===== src/rtl/qrc_pkg.sv =====
package qrc_pkg;
  typedef enum logic [1:0] {
    RND_NEAR_EVEN = 2'd0,
    RND_ZERO      = 2'd1,
    RND_UP        = 2'd2,
    RND_DOWN      = 2'd3
  } rnd_mode_e;
endpackage


===== src/rtl/qrc_mul.sv =====
module qrc_mul #(
  parameter int AW = 8,
  parameter int BW = 8,
  localparam int PW = AW + BW,
  localparam int CW = $clog2(BW + 1)
) (
  input  logic          clk_i,
  input  logic          rst_ni,
  input  logic          start_i,
  input  logic [AW-1:0] a_i,
  input  logic [BW-1:0] b_i,
  output logic          done_o,
  output logic [PW-1:0] p_o
);
  logic [PW-1:0] acc_q, mc_q;
  logic [BW-1:0] mp_q;
  logic [CW-1:0] cnt_q;
  logic          busy_q, done_q;

  always_ff @(posedge clk_i or negedge rst_ni) begin
    if (!rst_ni) begin
      acc_q  <= '0;
      mc_q   <= '0;
      mp_q   <= '0;
      cnt_q  <= '0;
      busy_q <= 1'b0;
      done_q <= 1'b0;
    end else if (start_i) begin
      acc_q  <= '0;
      mc_q   <= {{BW{1'b0}}, a_i};
      mp_q   <= b_i;
      cnt_q  <= CW'(BW);
      busy_q <= 1'b1;
      done_q <= 1'b0;
    end else if (busy_q) begin
      if (mp_q[0]) acc_q <= acc_q + mc_q;
      mc_q  <= mc_q << 1;
      mp_q  <= mp_q >> 1;
      cnt_q <= cnt_q - 1'b1;
      if (cnt_q == CW'(1)) begin
        busy_q <= 1'b0;
        done_q <= 1'b1;
      end
    end else begin
      done_q <= 1'b0;
    end
  end

  assign done_o = done_q;
  assign p_o    = acc_q;

  assert_cnt_live_R3: assert property (@(posedge clk_i) disable iff (!rst_ni)
    busy_q |-> cnt_q != '0);
endmodule


===== src/rtl/qrc_round.sv =====
module qrc_round
  import qrc_pkg::*;
#(
  parameter int W  = 8,
  parameter int QW = 6,
  localparam int EW = QW + 2,
  localparam int PW = W + EW
) (
  input  rnd_mode_e     mode_i,
  input  logic [W-1:0]  num_i,
  input  logic [EW-1:0] est_i,
  input  logic [PW-1:0] prod_i,
  output logic [QW:0]   q_o,
  output logic          inexact_o
);
  logic [PW-1:0] lhs, diff;
  logic [EW-1:0] t;
  logic [QW:0]   kept;
  logic          neg, g, s, up;

  always_comb begin
    lhs  = {1'b0, num_i, {(QW+1){1'b0}}};
    neg  = prod_i > lhs;  // estimate above the true quotient
    diff = neg ? prod_i - lhs : lhs - prod_i;
    t    = neg ? est_i - 1'b1 : est_i;
    kept = t[EW-1:1];
    g    = t[0];
    s    = |diff;
    unique case (mode_i)
      RND_NEAR_EVEN: up = g & (s | kept[0]);
      RND_UP:        up = g | s;
      default:       up = 1'b0;
    endcase
    q_o       = kept + {{QW{1'b0}}, up};
    inexact_o = g | s;
  end
endmodule


===== src/rtl/qrc_top.sv =====
module qrc_top
  import qrc_pkg::*;
#(
  parameter int W  = 8,
  parameter int QW = 6,
  localparam int EW = QW + 2,
  localparam int PW = W + EW
) (
  input  logic          clk_i,
  input  logic          rst_ni,
  input  logic          start_i,
  input  logic [1:0]    mode_i,
  input  logic [W-1:0]  num_i,
  input  logic [W-1:0]  den_i,
  input  logic [EW-1:0] est_i,
  output logic          busy_o,
  output logic          done_o,
  output logic [QW:0]   q_o,
  output logic          inexact_o
);
  logic          busy_q, done_q, inex_q, accept, mul_done;
  logic [W-1:0]  num_q;
  logic [EW-1:0] est_q;
  rnd_mode_e     mode_q;
  logic [QW:0]   q_q, rnd_q;
  logic          rnd_inex;
  logic [PW-1:0] prod;

  assign accept = start_i & ~busy_q;

  qrc_mul #(.AW(W), .BW(EW)) u_mul (
    .clk_i  (clk_i),
    .rst_ni (rst_ni),
    .start_i(accept),
    .a_i    (den_i),
    .b_i    (est_i),
    .done_o (mul_done),
    .p_o    (prod)
  );

  qrc_round #(.W(W), .QW(QW)) u_round (
    .mode_i   (mode_q),
    .num_i    (num_q),
    .est_i    (est_q),
    .prod_i   (prod),
    .q_o      (rnd_q),
    .inexact_o(rnd_inex)
  );

  always_ff @(posedge clk_i or negedge rst_ni) begin
    if (!rst_ni) begin
      busy_q <= 1'b0;
      done_q <= 1'b0;
      inex_q <= 1'b0;
      q_q    <= '0;
      num_q  <= '0;
      est_q  <= '0;
      mode_q <= RND_NEAR_EVEN;
    end else begin
      done_q <= 1'b0;
      if (accept) begin
        busy_q <= 1'b1;
        num_q  <= num_i;
        est_q  <= est_i;
        mode_q <= rnd_mode_e'(mode_i);
      end else if (busy_q && mul_done) begin
        busy_q <= 1'b0;
        done_q <= 1'b1;
        q_q    <= rnd_q;
        inex_q <= rnd_inex;
      end
    end
  end

  assign busy_o    = busy_q;
  assign done_o    = done_q;
  assign q_o       = q_q;
  assign inexact_o = inex_q;

  assert_ignore_start_R2: assert property (@(posedge clk_i) disable iff (!rst_ni)
    (busy_o && start_i) |=> ($stable(num_q) && $stable(est_q) && $stable(mode_q)));
  assert_done_pulse_R3: assert property (@(posedge clk_i) disable iff (!rst_ni)
    done_o |=> !done_o);
  assert_done_idle_R3: assert property (@(posedge clk_i) disable iff (!rst_ni)
    done_o |-> !busy_o);
  assert_exact_half_R8: assert property (@(posedge clk_i) disable iff (!rst_ni)
    (done_o && !inexact_o) |-> ({q_o, 1'b0} == est_q));
  assert_hold_R9: assert property (@(posedge clk_i) disable iff (!rst_ni)
    !done_o |-> ($stable(q_o) && $stable(inexact_o)));
endmodule


===== config.mk =====
export PLATFORM = sky130hd
export DESIGN_NAME = qrc_top
export DESIGN_NICKNAME = d
export VERILOG_FILES = /design/src/rtl/qrc_pkg.sv /design/src/rtl/qrc_mul.sv /design/src/rtl/qrc_round.sv /design/src/rtl/qrc_top.sv
export SDC_FILE = /design/constraint.sdc
export NUM_CORES = 1
export LEC_CHECK = 0
export ABC_AREA = 1
export BUFFER_PORTS_ARGS = -buffer_cell sky130_fd_sc_hd__buf_2
export CAP_MARGIN = 0
export CORE_MARGIN = 1
export CORE_UTILIZATION = 64
export DETAILED_ROUTE_END_ITERATION = 10
export PLACE_DENSITY_LB_ADDON = 0.08
export SETUP_SLACK_MARGIN = 0.5
export SYNTH_ARGS = -nofsm -noshare
export SYNTH_HDL_FRONTEND = slang
export SYNTH_SLANG_ARGS = --single-unit
export TNS_END_PERCENT = 1

===== constraint.sdc =====
create_clock -name clk_i -period 8 [get_ports clk_i]
set_input_delay 0.4 -clock clk_i [delete_from_list [all_inputs] [get_ports clk_i]]
set_output_delay 0.4 -clock clk_i [all_outputs]
set_load 0.01 [all_outputs]

==> qor.csv <==
metric;value;unit
hold_slack;145;ps
n_fill_cell;645;
synth_top_family_by_area;simple AND/OR/NAND/NOR gates;
synth_seq_cells;74;
grt_overflow;0;
io_pins;39;
diodes;0;
synthArstFlopShare;100;%
cts_max_level;3;
nets;860;
grt_pass1_vias;4652;
wl_met3;751;µm
yosysSeqAreaShare;35.0;%
synth_edf_count;0;
synth_ff_type;dfrtp_1;
routed_wl;12.4;mm
syn2layout_area_growth;8.73;%
postCtsSetupBuffers;0;
synth_compound_area_share;14.5;%
synth_xor_area_share;1.49;%
hp-class;input port to asynchronous set/reset pin;
grt_pass1_wl;21.3;mm
cts_buffers;9;
dieHeight;92.9;µm
yosysTopAreaCell;dfrtp_1;
ys.warnings.count;0;
num_vias;5003;
place_inst;884;
path_class;register to register;
finClkSkew;11.6;ps
status;completed;
vdd_ir_drop_max;222;µV
cts_tree;done;
cts-root-buf;clkbuf_8;
final_hold_viol_count;0;
synth_area_leaders;dfrtp_1 35%, nand2_1 16%, inv_1 9.2%, ha_1 8.5%, o21ai_0 6.3%;
grt_antenna_before_repair;0;
worstSetupStartpointType;register;
cts_sinks;74;
synth-simple-area-share;28.7;%
cts_buffer_depth;2;
fin_cells;900;
synth_top_area_share;35.0;%
cp_max_fo;19;
start_util;67.4;%
top_layer;met4;
syn_area;5290;µm²
wirelength_met1;5.65;mm
ys_types;40;
rsz0062_at_grt;no;
final_antenna_net_count;0;
die_w;92.9;µm
synthAdderAreaFrac;9.27;%
synthTopCellsByCount;229 x nand2_1, 129 x inv_1, 74 x dfrtp_1, 67 x o21ai_0, 47 x nand3_1;
drive_gt1_share;10.0;%
synth_most_common_cell;nand2_1;
grt_use_total;31.4;%
leakagePower;3.17;nW
synth_area_per_cell;7.00;µm²
synth_nets;823;
met2_wirelength;5.73;mm
worst-r2r-cell-count;25;
path_clk_slew;90;ps
post-route-period-util;42.0;%
die_area;8630;µm²
insertion_delay;360;ps
drt_iter0_markers;323;
tns;0;ps
dpl.hpwl;9.54;mm
setup_viol;0;
critPathRequiredTime;8250;ps
cts_hold_buffers;0;
maxCapViolCount;0;
tightest_slew;1160;ps
detail_route.first_pass.iterations;5;
core-area;7850;µm²
route.detailed.drc;0;
final_core_util;73.3;%
gp_congestion;1.00;
p_per_area;471;nW/µm²
wl_per_cell;13.8;µm
fin_crit;3360;ps
fmax;0.298;GHz
cp-end-kind;register;
max-slew-margin-rel;22.0;%
cts_resized;0;
grt_max_degree;75;
std_cell_rows;32;
drv_slew;0;
io_buffer_count;38;
synth_cells;756;
p_total;0.00271;W
crit_arrival;3610;ps
vias_per_cell;5.56;
synth_mux_area_share;0;%
-- flip-flops by register name, summed over array words and instances (netlist names), 2 cells and up --
register,flops
u_mul.cnt_q,4
u_mul.mp_q,8
mode_q,2
u_mul.mc_q,16
num_q,8
u_mul.p_o,16
q_o,7
est_q,8
-- critical path, cell delays in order, from the launching register on --
cell and delay [ps]:
dfrtp_1 370, inv_1 80, ha_1 320, inv_1 50, nor2_1 240, nand2_1 160
nor2_2 180, nand3_2 160, nand2_4 220, inv_8 90, nand2_1 70, nand2_1 50
inv_1 50, nand2_1 40, nor2_1 100, nand4_1 80, nand2_1 70, nand2_1 50
ha_1 220, ha_1 240, o211ai_4 100, nor2_2 60, nand2_1 70, nand2_1 40
nand3_1 60, nand2_1 60
-- cell type report --
cell class	count	area [µm²]	area share [%]
multi-input combinational	535	2850	49.6
sequential	74	1850	32.2
inverter	134	510	8.88
timing repair buffer	39	200	3.48
tap	102	128	2.22
clock buffer	9	124	2.15
clock inverter	7	82.6	1.44
-- routing by layer --
metal  vias up  track usage, %
li1       2499               -
met4         0            11.5
met2       171            50.2
met1      2307            42.7
met5         -               0
met3        26            5.58
-- stage by stage --
step           setup slack, ps  cell area, µm²
2_1_floorplan             5120            5290
3_3_place_gp              4810            5540
3_5_place_dp              4700            5540
4_1_cts                   4660            5750
5_1_grt                   4280            5750
6_report                  4640            5750
-- worst paths after layout --
kind | startpoint | to | slack [ps]
min in group clk_i | den_i[0] | u_mul.mc_q[0]$_DFFE_PN0P_ | 240
max in group asynchronous | rst_ni | u_mul.mc_q[8]$_DFFE_PN0P_ | 7220
worst max register to register | u_mul.p_o[7]$_DFFE_PN0P_ | q_o[6]$_DFFE_PN0P_ | 4640
worst min-delay path | rst_ni | num_q[4]$_DFFE_PN0P_ | 140
worst min register to register | q_o[5]$_DFFE_PN0P_ | q_o[5]$_DFFE_PN0P_ | 480
worst max-delay path | u_mul.p_o[7]$_DFFE_PN0P_ | q_o[6]$_DFFE_PN0P_ | 4640
-- cells in the final DEF, fill, tap and decap left out, types with 3 or more instances in the layout --
cell type	netlist	routed
nor2_1	43	43
nor2_2	5	5
xnor2_1	3	3
clkbuf_8	0	9
nor2_4	4	4
o21ai_0	67	67
a21o_1	3	3
clkinv_1	3	3
ha_1	36	36
inv_1	129	129
nand3_1	47	47
dfrtp_1	74	74
xor2_1	6	6
nand4_1	10	10
o22ai_1	12	12
inv_6	0	3
a21oi_1	31	31
o21ai_2	3	3
buf_2	3	37
nor3_1	4	4
o21ai_1	6	6
o211ai_1	3	3
nand2_1	229	229
-- cell families after synthesis --
kind of cell / Yosys count
xor gates and xnor gates: 9
buffers and inverters: 147
DFF: 74
and+or+nand+nor: 354
AOI/OAI and AO/OA: 134
adders and majority gates: 38
-- power by group --
group | switching, W | internal (W)
Combinational | 0.00116 | 0.000580
Sequential | 0.000126 | 0.000533
Clock | 0.000161 | 0.000150
Total | 0.00144 | 0.00126
Power figures use the tool's default switching activity.
